--- src/rtl/addcore_pkg.sv ---
package addcore_pkg;
  localparam int XLEN  = 32;
  localparam int ILEN  = 32;
  localparam int NREG  = 32;
  localparam int RIDX  = $clog2(NREG);
  localparam int OPW   = 6;
  localparam int BYTES = ILEN / 8;
  localparam int BCW   = $clog2(BYTES);

  localparam logic [OPW-1:0] OP_ADD = '0;

  typedef enum logic [2:0] {
    PH_FETCH,
    PH_DECODE,
    PH_EXEC,
    PH_WB,
    PH_HALT
  } phase_t;

  function automatic logic [OPW-1:0] f_opcode(input logic [ILEN-1:0] w);
    return w[ILEN-1 -: OPW];
  endfunction

  function automatic logic [RIDX-1:0] f_rd(input logic [ILEN-1:0] w);
    return w[ILEN-OPW-1 -: RIDX];
  endfunction

  function automatic logic [RIDX-1:0] f_rs1(input logic [ILEN-1:0] w);
    return w[ILEN-OPW-RIDX-1 -: RIDX];
  endfunction

  function automatic logic [RIDX-1:0] f_rs2(input logic [ILEN-1:0] w);
    return w[ILEN-OPW-2*RIDX-1 -: RIDX];
  endfunction

  function automatic logic [XLEN-1:0] f_sum(input logic [XLEN-1:0] a,
                                            input logic [XLEN-1:0] b);
    return a + b;
  endfunction

  function automatic logic f_is_zero(input logic [XLEN-1:0] v);
    return v == '0;
  endfunction
endpackage

--- src/rtl/addcore_fetch.sv ---
module addcore_fetch
  import addcore_pkg::*;
#(
  parameter int AW = 32,
  parameter logic [AW-1:0] START = 32'h0000_1000
) (
  input  logic            clk,
  input  logic            rst_n,
  input  logic            advance,
  input  logic            in_fetch,
  input  logic [7:0]      imem_rdata,
  output logic [AW-1:0]   imem_addr,
  output logic [AW-1:0]   pc,
  output logic [ILEN-1:0] ir,
  output logic            fetch_last
);
  logic [BCW-1:0] bcnt;
  logic           pend_v;
  logic [BCW-1:0] pend_lane;
  logic           issue;

  assign issue      = in_fetch && advance;
  assign fetch_last = (bcnt == BCW'(BYTES - 1));
  assign imem_addr  = pc + AW'(bcnt);

  always_ff @(posedge clk or negedge rst_n) begin
    if (!rst_n) begin
      bcnt      <= '0;
      pc        <= START;
      pend_v    <= 1'b0;
      pend_lane <= '0;
    end else begin
      pend_v    <= issue;
      pend_lane <= bcnt;
      if (issue) begin
        bcnt <= bcnt + 1'b1;
        if (fetch_last) pc <= pc + AW'(BYTES);
      end
    end
  end

  for (genvar g = 0; g < BYTES; g++) begin : g_lane
    always_ff @(posedge clk or negedge rst_n) begin
      if (!rst_n)
        ir[8*g +: 8] <= '0;
      else if (pend_v && pend_lane == BCW'(g))
        ir[8*g +: 8] <= imem_rdata;
    end
  end
endmodule

--- src/rtl/addcore_regfile.sv ---
module addcore_regfile
  import addcore_pkg::*;
(
  input  logic            clk,
  input  logic            rst_n,
  input  logic [RIDX-1:0] ra1,
  input  logic [RIDX-1:0] ra2,
  input  logic [RIDX-1:0] ra3,
  output logic [XLEN-1:0] rd1,
  output logic [XLEN-1:0] rd2,
  output logic [XLEN-1:0] rd3,
  input  logic            we,
  input  logic [RIDX-1:0] wa,
  input  logic [XLEN-1:0] wd
);
  logic [XLEN-1:0] regs [NREG];

  for (genvar i = 0; i < NREG; i++) begin : g_ent
    always_ff @(posedge clk or negedge rst_n) begin
      if (!rst_n)
        regs[i] <= '0;
      else if (we && wa == RIDX'(i))
        regs[i] <= wd;
    end
  end

  assign rd1 = regs[ra1];
  assign rd2 = regs[ra2];
  assign rd3 = regs[ra3];
endmodule

--- src/rtl/addcore_ctrl.sv ---
module addcore_ctrl
  import addcore_pkg::*;
(
  input  logic           clk,
  input  logic           rst_n,
  input  logic           hold,
  input  logic           fetch_last,
  input  logic [OPW-1:0] opcode,
  output phase_t         phase,
  output logic           advance,
  output logic           wb_en,
  output logic           illegal
);
  phase_t nxt;

  assign advance = !hold && (phase != PH_HALT);
  assign wb_en   = advance && (phase == PH_WB);

  always_comb begin
    nxt = phase;
    unique case (phase)
      PH_FETCH:  if (fetch_last) nxt = PH_DECODE;
      PH_DECODE: nxt = PH_EXEC;
      PH_EXEC:   nxt = (opcode == OP_ADD) ? PH_WB : PH_HALT;
      PH_WB:     nxt = PH_FETCH;
      default:   nxt = PH_HALT;
    endcase
  end

  always_ff @(posedge clk or negedge rst_n) begin
    if (!rst_n) begin
      phase   <= PH_FETCH;
      illegal <= 1'b0;
    end else if (advance) begin
      phase <= nxt;
      if (phase == PH_EXEC && opcode != OP_ADD) illegal <= 1'b1;
    end
  end
endmodule

--- src/rtl/addcore_top.sv ---
module addcore_top
  import addcore_pkg::*;
#(
  parameter int AW = 32,
  parameter logic [AW-1:0] START = 32'h0000_1000
) (
  input  logic            clk,
  input  logic            rst_n,
  output logic [AW-1:0]   imem_addr,
  input  logic [7:0]      imem_rdata,
  input  logic [RIDX-1:0] dbg_sel,
  input  logic            dbg_we,
  input  logic [XLEN-1:0] dbg_wdata,
  output logic [XLEN-1:0] dbg_rdata,
  output logic [AW-1:0]   pc,
  output logic            zero_flag,
  output logic            illegal,
  output logic            retire
);
  phase_t          phase;
  logic            advance;
  logic            wb_en;
  logic            fetch_last;
  logic [ILEN-1:0] ir;
  logic [XLEN-1:0] op_a, op_b;
  logic [XLEN-1:0] wb_data;
  logic            rf_we;
  logic [RIDX-1:0] rf_wa;
  logic [XLEN-1:0] rf_wd;

  addcore_ctrl u_ctrl (
    .clk       (clk),
    .rst_n     (rst_n),
    .hold      (dbg_we),
    .fetch_last(fetch_last),
    .opcode    (f_opcode(ir)),
    .phase     (phase),
    .advance   (advance),
    .wb_en     (wb_en),
    .illegal   (illegal)
  );

  addcore_fetch #(.AW(AW), .START(START)) u_fetch (
    .clk       (clk),
    .rst_n     (rst_n),
    .advance   (advance),
    .in_fetch  (phase == PH_FETCH),
    .imem_rdata(imem_rdata),
    .imem_addr (imem_addr),
    .pc        (pc),
    .ir        (ir),
    .fetch_last(fetch_last)
  );

  assign rf_we = wb_en || dbg_we;
  assign rf_wa = wb_en ? f_rd(ir) : dbg_sel;
  assign rf_wd = wb_en ? wb_data : dbg_wdata;

  addcore_regfile u_rf (
    .clk  (clk),
    .rst_n(rst_n),
    .ra1  (f_rs1(ir)),
    .ra2  (f_rs2(ir)),
    .ra3  (dbg_sel),
    .rd1  (op_a),
    .rd2  (op_b),
    .rd3  (dbg_rdata),
    .we   (rf_we),
    .wa   (rf_wa),
    .wd   (rf_wd)
  );

  always_ff @(posedge clk or negedge rst_n) begin
    if (!rst_n) begin
      wb_data   <= '0;
      zero_flag <= 1'b0;
    end else begin
      if (advance && phase == PH_EXEC) wb_data <= f_sum(op_a, op_b);
      if (wb_en) zero_flag <= f_is_zero(wb_data);
    end
  end

  assign retire = wb_en;
endmodule

--- config.mk ---
export PLATFORM = sky130hd
export DESIGN_NAME = addcore_top
export DESIGN_NICKNAME = d
export VERILOG_FILES = /design/src/rtl/addcore_pkg.sv /design/src/rtl/addcore_fetch.sv /design/src/rtl/addcore_regfile.sv /design/src/rtl/addcore_ctrl.sv /design/src/rtl/addcore_top.sv
export SDC_FILE = /design/constraint.sdc
export NUM_CORES = 2
export LEC_CHECK = 0
export ABC_AREA = 0
export BUFFER_PORTS_ARGS = -buffer_cell sky130_fd_sc_hd__buf_2
export CORE_MARGIN = 5
export CORE_UTILIZATION = 50
export DETAILED_ROUTE_END_ITERATION = 12
export PLACE_DENSITY = 0.68
export SLEW_MARGIN = 20
export SYNTH_ARGS = -nofsm -noshare
export SYNTH_HDL_FRONTEND = slang
export SYNTH_HIERARCHICAL = 1
export SYNTH_SLANG_ARGS = --single-unit
--- constraint.sdc ---
create_clock -name clk -period 4 [get_ports clk]
set_input_delay 0.6 -clock clk [delete_from_list [all_inputs] [get_ports clk]]
set_output_delay 0.6 -clock clk [all_outputs]
set_load 0.01 [all_outputs]
-- Word-level counts from Yosys, hierarchy flattened
Index checks and enable logic that the tools add are counted.
- $add $sub $neg: 4
- multiply operators: 0
- div/mod/pow operators: 0
- $lt $le $gt $ge: 3
- eq/ne operators: 40
- shift operators: 0
- multiplexer cells: 14
- bitwise logic cells: 3
- reductions and logical operators: 50
- operator list (kind ; count):
    $bmux W32 S5 ; 3
    $mux W32 ; 7
    $eq A5 B5 Y1 const B ; 16
    $eq A5 B4 Y1 const B ; 8
    $logic_and A1 B1 Y1 ; 40
    $add A32 B2 Y32 ; 1
    $add A32 B3 Y32 const B ; 1
    $add A32 B32 Y32 ; 1
    $logic_not A32 Y1 ; 1
    $eq A5 B3 Y1 const B ; 4
    $ge A6 B6 Y1 const B ; 3
    $not A5 Y6 ; 3
    $pmux W3 S4 ; 1
    $eq A5 B2 Y1 const B ; 2
    $eq A2 B2 Y1 const B ; 3
    $eq A3 B2 Y1 const B ; 2
    $logic_not A6 Y1 ; 1
    $mux W3 ; 2
    $reduce_and A2 Y1 ; 3
    $reduce_bool A6 Y1 ; 1
    $eq A5 B1 Y1 const B ; 1
    $logic_not A5 Y1 ; 1
    $mux W5 ; 1
    $eq A3 B1 Y1 const B ; 1
    7 further kinds ; 7
- register bits after elaboration: 1122
- bits in latches: 0
- bits in writable memories: 0
- bits in read-only memories: 0
- input port bits: 48
- output and inout port bits: 99
- word-level logic and storage cells: 157
- memories: 0

-- Longest topological paths before layout
- depth in word-level cells: 6
- depth in mapped cells: 18
- gate-level depth less buffers: 15

-- Cells and area by module
Netlist, hierarchy kept.
- modules (own cells, without submodules) (module ; times used ; cells each ; area an instance (µm²) ; seq. area each (µm²)):
    addcore_regfile ; 1 ; 5768 ; 64445.6 ; 25624.6
    addcore_top ; 1 ; 393 ; 3397.0 ; 825.8
    addcore_fetch ; 1 ; 234 ; 3015.4 ; 1677.9
    addcore_ctrl ; 1 ; 23 ; 227.7 ; 100.1

-- Worst setup path after synthesis
Ideal clock, no wire load.
- kind: flip-flop to flip-flop
- start: register u_fetch.ir[17]
- end: register wb_data[16]
- library setup time: 130 ps
- data arrival time: 3720 ps
- required time: 3870 ps
- slack: 150 ps
- stages on the path, launching flop included: 19
- path buffers: 4
- period minus slack after synthesis: 3850 ps
- path through: dfrtp_1 -> buf_2 -> buf_2 -> buf_2 -> buf_4 -> mux2i_1 -> a22oi_1 -> a31oi_1 -> nand3_1 -> ha_1 -> fa_1 -> a21o_1 -> a221o_2 -> nand4_2 -> nand2_4 -> a221o_2 -> a21oi_2 -> xor2_1 -> o21ai_1
- longest elaborated chain between the ends: 5
- ends and longest elaborated chain (what ; line ; text):
    from (decl) ; addcore_fetch.sv:14 ; output logic [ILEN-1:0] ir,
    from (signal, indexed assignment) ; addcore_fetch.sv:47 ; ir[8*g +: 8] <= imem_rdata;
    $not A5 Y6 (implied by the code) ; addcore_regfile.sv:27 ; assign rd1 = regs[ra1];
    $bmux W32 S5 ; addcore_regfile.sv:27 ;
    $mux W32 (implied by the code) (2 in series) ; addcore_regfile.sv:27 ;
    net op_a[0] ; addcore_top.sv:25 ; logic [XLEN-1:0] op_a, op_b;
    $add A32 B32 Y32 ; addcore_pkg.sv:38 ; return a + b;
    to (signal assigned) ; addcore_top.sv:78 ; if (advance && phase == PH_EXEC) wb_data <= f_sum(op_a, op_b);
    to (decl) ; addcore_top.sv:26 ; logic [XLEN-1:0] wb_data;
The timed path passes the listed nets, and every way through them passes these cells. The select of a mux whose other input is x is not followed.
A chain may end at the register's enable or synchronous reset.

-- Worst setup path in the final report
- start: register u_fetch.ir[12]
- end: register wb_data[26]
- longest elaborated chain between the ends: 5
- ends and longest elaborated chain (what ; line ; text):
    $not A5 Y6 (implied by the code) ; addcore_regfile.sv:28 ; assign rd2 = regs[ra2];
    $bmux W32 S5 ; addcore_regfile.sv:28 ;
    $mux W32 (implied by the code) (2 in series) ; addcore_regfile.sv:28 ;
    net op_b[4] ; addcore_top.sv:25 ;
    $add A32 B32 Y32 ; addcore_pkg.sv:38 ;
The timed path passes the listed nets, and every way through them passes these cells. The select of a mux whose other input is x is not followed.

==> results.md <==
* Die Y at roughly 390 microns
* TritonCTS clock tree: built
* Failing checks: setup timing
* Status: finished with violations
* Die area at roughly 0.15 sq mm
* Critical Path Fanout Max at 13
* Max Used Layer: met5
* CP most frequent cell: buf_4
* CP endpoint kind: flop
* Detailed Routing Iterations Pass 1 at 8
* Max-cap violations at 0
* Cell family with most CP delay: compound AO/OA/AOI/OAI gates
* Max Fclk at 249 MHz
* Clock sinks at ~1100
* Final WS setup at -0.0110 ns
* GR Overflow Total at 0
* Die X at roughly 390 microns
* Min-delay worst type: in2reg
* Cell Pwr Density at 801 mW/mm^2
* Slowest stage cell, crit path: dfrtp_4
* Crit share post-route at 1.00
* Placed cell areas at 0.0766 sq mm
* Final Instance Area at around 0.08 sq mm
* Net count reported at finish at about 6600
* Most frequent cells in the layout: 1535 x mux2i_1, 1110 x dfrtp_1, 1067 x mux2_2
* Htree depth at 4
* Clk buf depth at 3
* Setup Skew at about 0.036 ns
* Crit Path Category: reg2reg
* Netlist Area Pre-Place at 0.0707 sq mm
* Final Hold Slack at 0.109 ns
* Area delta synth->final at 16.2%
* RSZ-0062 raised after global routing: yes
* Top-level I/O count at ~150
* Met2 wire length at about 110000 microns
* Met3 routed WL at ~28000 microns
* Initial Utilization at 0.501
* Met1 Wirelength at ~100000 microns
* Setup crit start kind: flop
* DRC Markers at 0
* Vias in the first global route at 56900
* Hold Vio Cnt, Final at 0
* Mapped Cells at 6395
* WL per Instance at around 31 microns
* Max transition margin at 0.296
* Detail Placement HPWL at approximately 160000 microns
* Final Slew Violations at 0
* Most common cell after layout, fill and taps aside: mux2i_1
* Synth warn at 6
* Gr usage total at 0.341
* DR vias at roughly 58000
* CP Data Arrival Time at 4.63 ns
* Final wirelength at 263000 microns
* Iter 0 DRT Violations at roughly 6600
* Bufs and invs on worst path at 4
* # setup viols final at 1
* Crit path cell chain: buf_12 > buf_4 > mux2i_1 > a22o_1 > nor3_1 > a31oi_1 > nand3_1 > ha_4 > and3_1 > a221o_2 > nand4_4 > a2111oi_4 > nor3_4 > buf_6 > buf_4 > o31ai_4 > xnor2_1 > o21ai_1
* Root buf cell: clkbuf_16
* Req. time, crit path at approximately 4.6 ns
* First-pass GRT wire length at 381000 microns
* Cell Rows at between 100 and 150
* Largest net degree at the start of global routing at 112
* IO buf count at approximately 140
* Worst-Skew Late Latency at between 0.7 and 0.8 ns
* Max stage delay on crit path at approximately 0.44 ns
* Initial antenna violation count at 10
* Worst vdd ir at 0.000616 V
* Mean area per synthesized cell at approximately 11 sq um
* Fraction of layout cells with a size suffix above 1 at 0.310
* Lkg Pwr at around 0.039 uW
* GP Congestion at approximately 0.95
* Core Area at between 0.1 and 0.15 sq mm
* CTS Buf Count at around 130
* Final min period at between 4 and 5 ns
* CTS clock-pin slew for the worst setup and hold paths at 0.06 ns
* Slew of the pin with the lowest slew margin at about 1.0 ns
* Vias/cell at 6.73
* DRT antenna net count at 0
## timing repair
item                                    4_1_cts  5_1_grt
endpoints found under the setup margin       13       15
hold buffers                                  1        0
endpoints found under the hold margin        53        0
gates cloned                                  1        8
pin swaps                                     1       18
setup buffers                                 7       24
resized for setup                            10       61
## per-stage QoR
step           utilization  std cells  total power, uW  setup slack, ns  TNS, ns
3_3_place_gp         0.543       8279            49600           -0.228    -1.43
4_1_cts              0.577       8526            63300          0.00578        0
5_1_grt              0.582       8557            68300          -0.0948   -0.340
6_report             0.582       8560            65800          -0.0110  -0.0110
2_1_floorplan            -       6396            36300            0.150        0
3_5_place_dp         0.543       8279            50000           -0.255    -1.61
## state kept, by name (all words and copies together) (netlist names)
register and cells:
u_fetch/ir 21, wb_data 32, u_ctrl/illegal 1, u_rf/regs 1024, u_fetch/pend_v 1, u_fetch/pend_lane 2
u_fetch/bcnt 2, zero_flag 1, u_fetch/pc 30, u_ctrl/phase 3
## power by group
part,total (uW),switching (uW),internal (uW)
Combinational,36400,19800,16600
Sequential,16600,2800,13800
Clock,12800,5050,7770
## final timing paths
path,startpoint,cells after the start,endpoint,slack (ns)
min,imem_rdata[0],2,u_fetch/ir[16]$_DFFE_PN0P_,0.11
min in group asynchronous,rst_n,2,u_rf/regs[418]$_DFFE_PN0P_,0.49
min reg2reg,u_fetch/bcnt[1]$_DFFE_PN0N_,0,u_fetch/pend_lane[1]$_DFF_PN0_,0.44
max reg2reg,u_fetch/ir[12]$_DFFE_PN0P_,18,wb_data[26]$_DFFE_PN0P_,-0.01
max in group asynchronous,rst_n,3,u_rf/regs[760]$_DFFE_PN0P_,2.39
max,u_fetch/ir[12]$_DFFE_PN0P_,18,wb_data[26]$_DFFE_PN0P_,-0.01
## routing by layer
layer,global-route usage,up-vias
li1,-,24200
met1,0.451,29100
met2,0.509,3321
met3,0.0904,965
met4,0.190,14
met5,0.00165,-
## worst register-to-register path: cells and delay by family, from the launching register on
| kind | cells | cell delay (ns) |
|---|---|---|
| fa+ha+maj | 1 | 0.33 |
| simple gates | 5 | 0.65 |
| xor+xnor | 1 | 0.14 |
| mux | 1 | 0.26 |
| compound gates | 6 | 1.32 |
| flops | 1 | 0.44 |
| buf+inv | 4 | 0.71 |
## cell type report
cell class / count / area, sq um
Clock buffer: 186 / 3820
Fill cell: 11600 / 58900
Multi-Input combinational cell: 4646 / 40400
Clock inverter: 52 / 772
Inverter: 10 / 37.5
Tap cell: 1890 / 2360
Timing Repair Buffer: 656 / 6760
Antenna cell: 3 / 7.51
Sequential cell: 1117 / 28000
(Power assumes the default switching activity.)
